`config.mk`:
```
export PLATFORM = sky130hd
export DESIGN_NAME = ecc_inj_top
export DESIGN_NICKNAME = d
export VERILOG_FILES = /design/src/rtl/ecc_inj_pkg.sv /design/src/rtl/ecc_inj_ctrl.sv /design/src/rtl/ecc_inj_datapath.sv /design/src/rtl/ecc_inj_top.sv
export SDC_FILE = /design/constraint.sdc
export NUM_CORES = 1
export LEC_CHECK = 0
export ABC_AREA = 1
export CORE_MARGIN = 5
export CORE_UTILIZATION = 31
export DETAILED_ROUTE_END_ITERATION = 12
export GPL_TIMING_DRIVEN = 0
export HOLD_SLACK_MARGIN = 0.03
export PLACE_DENSITY = 0.81
export SLEW_MARGIN = 20
export SYNTH_ARGS = -nofsm -noshare
export SYNTH_HDL_FRONTEND = slang
export SYNTH_SLANG_ARGS = --single-unit
```
`constraint.sdc`:
```
create_clock -name clk -period 2.2 [get_ports clk]
set_clock_uncertainty 0.1 [all_clocks]
set_input_delay 0.44 -clock clk [delete_from_list [all_inputs] [get_ports clk]]
set_output_delay 0.44 -clock clk [all_outputs]
set_load 0.02 [all_outputs]
```
`src/rtl/ecc_inj_pkg.sv`:
```
package ecc_inj_pkg;
  typedef struct packed {
    logic loadCfg;  // accept a control write into the mask
    logic apply;    // corrupt the write in flight this cycle
  } injStrobe_t;
endpackage

```
`src/rtl/ecc_inj_ctrl.sv`:
```
module ecc_inj_ctrl
  import ecc_inj_pkg::*;
#(
  parameter int CTRL_W   = 32,
  parameter int WB_BIT   = 24,
  parameter int TRIG_BIT = 8,
  parameter int PEND_W   = 4
) (
  input  logic              clk,
  input  logic              rstN,
  input  logic              ctrlWrEn,
  input  logic [CTRL_W-1:0] ctrlWrData,
  input  logic              wrIssue,
  input  logic              memWrValid,
  output injStrobe_t        strb,
  output logic              armedQ,
  output logic              wbQ,
  output logic              busy,
  output logic              wbOut
);
  localparam logic [PEND_W-1:0] PEND_MAX = {PEND_W{1'b1}};

  logic [PEND_W-1:0] pendCnt;
  logic incPend;
  logic decPend;

  always_comb begin
    strb.loadCfg = ctrlWrEn && !armedQ;
    strb.apply   = memWrValid && armedQ;
  end

  always_ff @(posedge clk or negedge rstN) begin
    if (!rstN) begin
      armedQ <= 1'b0;
      wbQ    <= 1'b0;
    end else if (strb.apply) begin
      armedQ <= 1'b0;
    end else if (strb.loadCfg) begin
      armedQ <= ctrlWrData[TRIG_BIT];
      wbQ    <= ctrlWrData[WB_BIT];
    end
  end

  assign incPend = wrIssue && (pendCnt != PEND_MAX);
  assign decPend = memWrValid && (pendCnt != '0);

  always_ff @(posedge clk or negedge rstN) begin
    if (!rstN) begin
      pendCnt <= '0;
    end else begin
      unique case ({incPend, decPend})
        2'b10:   pendCnt <= pendCnt + 1'b1;
        2'b01:   pendCnt <= pendCnt - 1'b1;
        default: pendCnt <= pendCnt;
      endcase
    end
  end

  assign busy  = (pendCnt != '0);
  assign wbOut = strb.apply && wbQ;
endmodule

```
`src/rtl/ecc_inj_datapath.sv`:
```
module ecc_inj_datapath
  import ecc_inj_pkg::*;
#(
  parameter int CTRL_W  = 32,
  parameter int CHK_W   = 8,
  parameter int PAT_LSB = 16
) (
  input  logic              clk,
  input  logic              rstN,
  input  injStrobe_t        strb,
  input  logic [CTRL_W-1:0] ctrlWrData,
  input  logic [CHK_W-1:0]  chkIn,
  output logic [CHK_W-1:0]  chkOut,
  output logic [CHK_W-1:0]  patQ
);
  always_ff @(posedge clk or negedge rstN) begin
    if (!rstN) begin
      patQ <= '0;
    end else if (strb.loadCfg) begin
      patQ <= ctrlWrData[PAT_LSB +: CHK_W];
    end
  end

  assign chkOut = strb.apply ? (chkIn ^ patQ) : chkIn;
endmodule

```
`src/rtl/ecc_inj_top.sv`:
```
module ecc_inj_top
  import ecc_inj_pkg::*;
#(
  parameter int CTRL_W   = 32,
  parameter int CHK_W    = 8,
  parameter int PAT_LSB  = 16,
  parameter int WB_BIT   = 24,
  parameter int TRIG_BIT = 8,
  parameter int PEND_W   = 4
) (
  input  logic              clk,
  input  logic              rstN,
  input  logic              ctrlWrEn,
  input  logic [CTRL_W-1:0] ctrlWrData,
  output logic [CTRL_W-1:0] ctrlRdData,
  input  logic              wrIssue,
  input  logic              memWrValid,
  input  logic [CHK_W-1:0]  chkIn,
  output logic [CHK_W-1:0]  chkOut,
  output logic              wbOut,
  output logic              statusBusy
);
  injStrobe_t       strb;
  logic             armedQ;
  logic             wbQ;
  logic [CHK_W-1:0] patQ;

  ecc_inj_ctrl #(
    .CTRL_W(CTRL_W), .WB_BIT(WB_BIT), .TRIG_BIT(TRIG_BIT), .PEND_W(PEND_W)
  ) uCtrl (
    .clk(clk), .rstN(rstN), .ctrlWrEn(ctrlWrEn), .ctrlWrData(ctrlWrData),
    .wrIssue(wrIssue), .memWrValid(memWrValid), .strb(strb),
    .armedQ(armedQ), .wbQ(wbQ), .busy(statusBusy), .wbOut(wbOut)
  );

  ecc_inj_datapath #(
    .CTRL_W(CTRL_W), .CHK_W(CHK_W), .PAT_LSB(PAT_LSB)
  ) uData (
    .clk(clk), .rstN(rstN), .strb(strb), .ctrlWrData(ctrlWrData),
    .chkIn(chkIn), .chkOut(chkOut), .patQ(patQ)
  );

  always_comb begin
    ctrlRdData = '0;
    ctrlRdData[PAT_LSB +: CHK_W] = patQ;
    ctrlRdData[WB_BIT]   = wbQ;
    ctrlRdData[TRIG_BIT] = armedQ;
  end
endmodule

```
==> results by group <==
Critical path
  • Family with the most delay on the worst path: simple AND/OR/NAND/NOR gates
  • Req. time, crit path: 2.27 ns
  • Critical path launch point type: flop
  • WP buf/inv: 1
  • CP Max Fanout: 4
  • Worst path max stage delay: 0.43 ns
  • Reg2Reg Setup Slack: between 0.09 and 0.1 ns
  • RR Startpoint: uCtrl.pendCnt[2]
  • FF-to-FF End: uCtrl.pendCnt[2]
  • R2R cell count: 11
  • Most common cell on crit path: nand2_1
  • CP cell instances: inv_1 -> nand2_1 -> or3_4 -> and2_4 -> ha_4 -> nand2_1 -> nand2_1 -> ha_2 -> a21oi_2 -> xor2_1 -> o21ai_1
  • Crit. End Element: flop
  • Slowest stage cell, crit path: dfrtp_1
  • Setup CP Type: reg2reg
  • WP data arrival: 2.17 ns

Synth
  • Count leader, synth: buf_4
  • Compound-gate portion of the synthesized area: about 3%
  • Post-synth EDFFs: 0
  • Top FF cell, synth: dfrtp_1
  • #FFs+latches synth: 14
  • Most frequent cells after synthesis: 24 x buf_4, 20 x nand2_1, 14 x dfrtp_1
  • Post-synthesis mux area share: 9.25%
  • Synth area leaders: dfrtp_1 36%, buf_4 19%, mux2_2 9.3%
  • Top-area cell type share of the netlist area: 36.0%
  • Largest family of logic cells by synthesized area: buffers and inverters
  • Async S/R FF share, synth: 100%
  • Register area share after synthesis: ~36%
  • Netlist cell types: 19
  • Xor and xnor area share after synthesis: 9.90%
  • Synth Warn #: 0
  • Synth area leader: dfrtp_1
  • Synth Area in Adders: 3.86%
  • Cells after Synth: 109
  • Syn Std Cell Area: 973 sq um
  • Post-Synth Simple-Gate Area: between 10% and 20%
  • Avg Cell Area, Syn: around 8.9 sq um

Cells and area
  • Fillers: 283
  • Multi-input gate area: 507 sq um
  • P&R area growth vs syn: 60.7%
  • Layout Cells excl Fill: 223
  • Final #Nets: 228
  • Share of cells above drive strength 1: between 30% and 40%
  • # diodes: 0
  • Register area: about 350 sq um
  • Final instance area: 0.00156 sq mm

Route
  • Initial DRC count: 15
  • Post-DRT Antenna Nets: 0
  • WL final: 2250 um
  • Detailed-route DRC error count: 0
  • Average wire per standard cell: 10.1 um
  • DR vias/cell: 3.71
  • Drt pass-1 iters: 4
  • DR vias: 827

GRT
  • First-pass GRT wire length: 3390 um
  • Gr usage total: 10.1%
  • Largest net degree at the start of global routing: 15
  • Remaining Overflow, GRT: 0
  • Initial antenna violation count: 0
  • Number of global-route vias before repair: 796

CTS
  • # clock sinks: 14
  • Skew-Pair Late Insertion Delay: 0.28 ns
  • Root Buffer: clkbuf_4
  • Num CTS Buffers: 3
  • Reg clk slew, reported paths: 0.09 ns
  • CTS Buffer Depth: 2
  • CTS tree: built
  • CTS H-Tree Depth: 1

Floorplan
  • Starting Density: 32.1%
  • # rows: 20
  • Die Span Y: between 60 and 70 um
  • Ports: 87
  • Core footprint: 0.00303 sq mm
  • Die area: 0.00436 sq mm
  • Die width: 66.0 um

STA
  • F_max: 0.476 GHz
  • Slew @ Worst Pin: approximately 0.62 ns
  • Hold Vio Cnt, Final: 0
  • Final Max Slew Viols: 0
  • Max_slew headroom: ~60%
  • Worst Slack Setup Final: 0.0999 ns
  • Period utilisation layout: 95.5%
  • Min Clock Period, post-route: roughly 2.1 ns
  • Setup TNS: 0 ns
  • Setup-failing EPs final: 0

Power and ir drop
  • Pwr Density: 779 mW/mm^2
  • Flop pwr share: between 30% and 40%
  • Combinational share of power: 52.0%
  • Psw: ~480 uW
  • VDD IR max: 276 uV
  • Switching share of power: between 30% and 40%
  • Leakage: 0.780 nW
  • Internal power: approximately 740 uW
  • Clock power frac: 15.4%

Outcome
  • Status: finished clean

Run
  • Max-Cap Viols: 0

Placed design
  • Port Buffers: 42
  • DPL Wire Length: between 1500 and 2000 um
  • Placed Area: around 0.0015 sq mm
  • Placer Congestion: between 0.6 and 0.7
  • Dpl cells: 216
  • Place WS: -0.525 ns

Hold path
  • Hold crit path type: in2async
==> state kept, by name, indices dropped and copies added (netlist names) <==
signal and cells:
uCtrl.armedQ 1, uCtrl.pendCnt 4, uCtrl.wbQ 1, uData.patQ 8
==> power groups by stage <==
stage,registers (mW),clock network [mW],logic [mW]
floorplan,0.420,0,0.374
global placement,0.400,0,0.598
detailed placement,0.403,0,0.606
CTS,0.399,0.195,0.587
global route,0.408,0.214,0.701
finish,0.398,0.188,0.634
==> timing repair <==
| item | in CTS | in global routing |
|---|---|---|
| setup endpoints to repair | 10 | 1 |
| hold buffers | 0 | 0 |
| buffers inserted | 1 | 2 |
| resized for setup | 41 | 5 |
| pin swaps | 0 | 1 |
==> kinds of logic after synthesis <==
| logic type | after synthesis |
|---|---|
| and+or+nand+nor | 33 |
| DFF | 14 |
| muxes | 8 |
| AOI/OAI and AO/OA | 6 |
| xor gates and xnor gates | 11 |
| adders and majority gates | 3 |
| buffers and inverters | 33 |
| other | 1 |
==> area by class of cell <==
type	count	share of cell area [%]
sequential	14	22.4
clock buffer	4	2.32
buffer	24	11.5
timing repair buffer	45	25.7
inverter	9	2.16
tap	44	3.52
multi-input combinational	83	32.4
==> layer usage <==
metal	track usage [%]	part of all wire [%]	vias up
li1	-	-	434
met5	0	0	-
met3	0.680	4.8	2
met2	19.4	55	24
met4	5.33	1.1	0
met1	10.8	39	367
==> per-stage QoR <==
step / total power [mW] / hold slack, ns / util, %
after floorplan: 0.794 / 0.0444 / -
after global placement: 0.998 / 0.418 / 50.5
after detailed placement: 1.01 / 0.424 / 50.5
after CTS: 1.18 / 0.446 / 50.5
after global routing: 1.32 / 0.476 / 51.7
final: 1.22 / 0.438 / 51.7
==> worst max path at each step <==
| stage | from | to | slack, ns | depth (start not counted) |
|---|---|---|---|---|
| floorplan | uCtrl.pendCnt[2] | uCtrl.pendCnt[2] | 0.09 | 11 |
| global placement | memWrValid | chkOut[1] | -0.51 | 6 |
| detailed placement | memWrValid | chkOut[1] | -0.53 | 6 |
| CTS | uCtrl.pendCnt[2] | uCtrl.pendCnt[2] | 0.005 | 11 |
| global route | uCtrl.pendCnt[2] | uCtrl.pendCnt[2] | -0.01 | 11 |
| finish | uCtrl.pendCnt[2] | uCtrl.pendCnt[2] | 0.1 | 11 |
==> cell usage in the layout, fill, tap and decap left out, drive strengths merged <==
master         count
dfrtp             14
xnor2              9
or3                1
mux2               8
clkbuf             4
inv                9
nand2             21
nand3              5
xor2               2
buf               35
nand3b             1
nor2               4
clkdlybuf4s50     31
ha                 3
conb              22
a21oi              2
and2               1
o21ai              4
dlygate4sd2        3
Note: power is estimated with default switching activity, not from simulation.
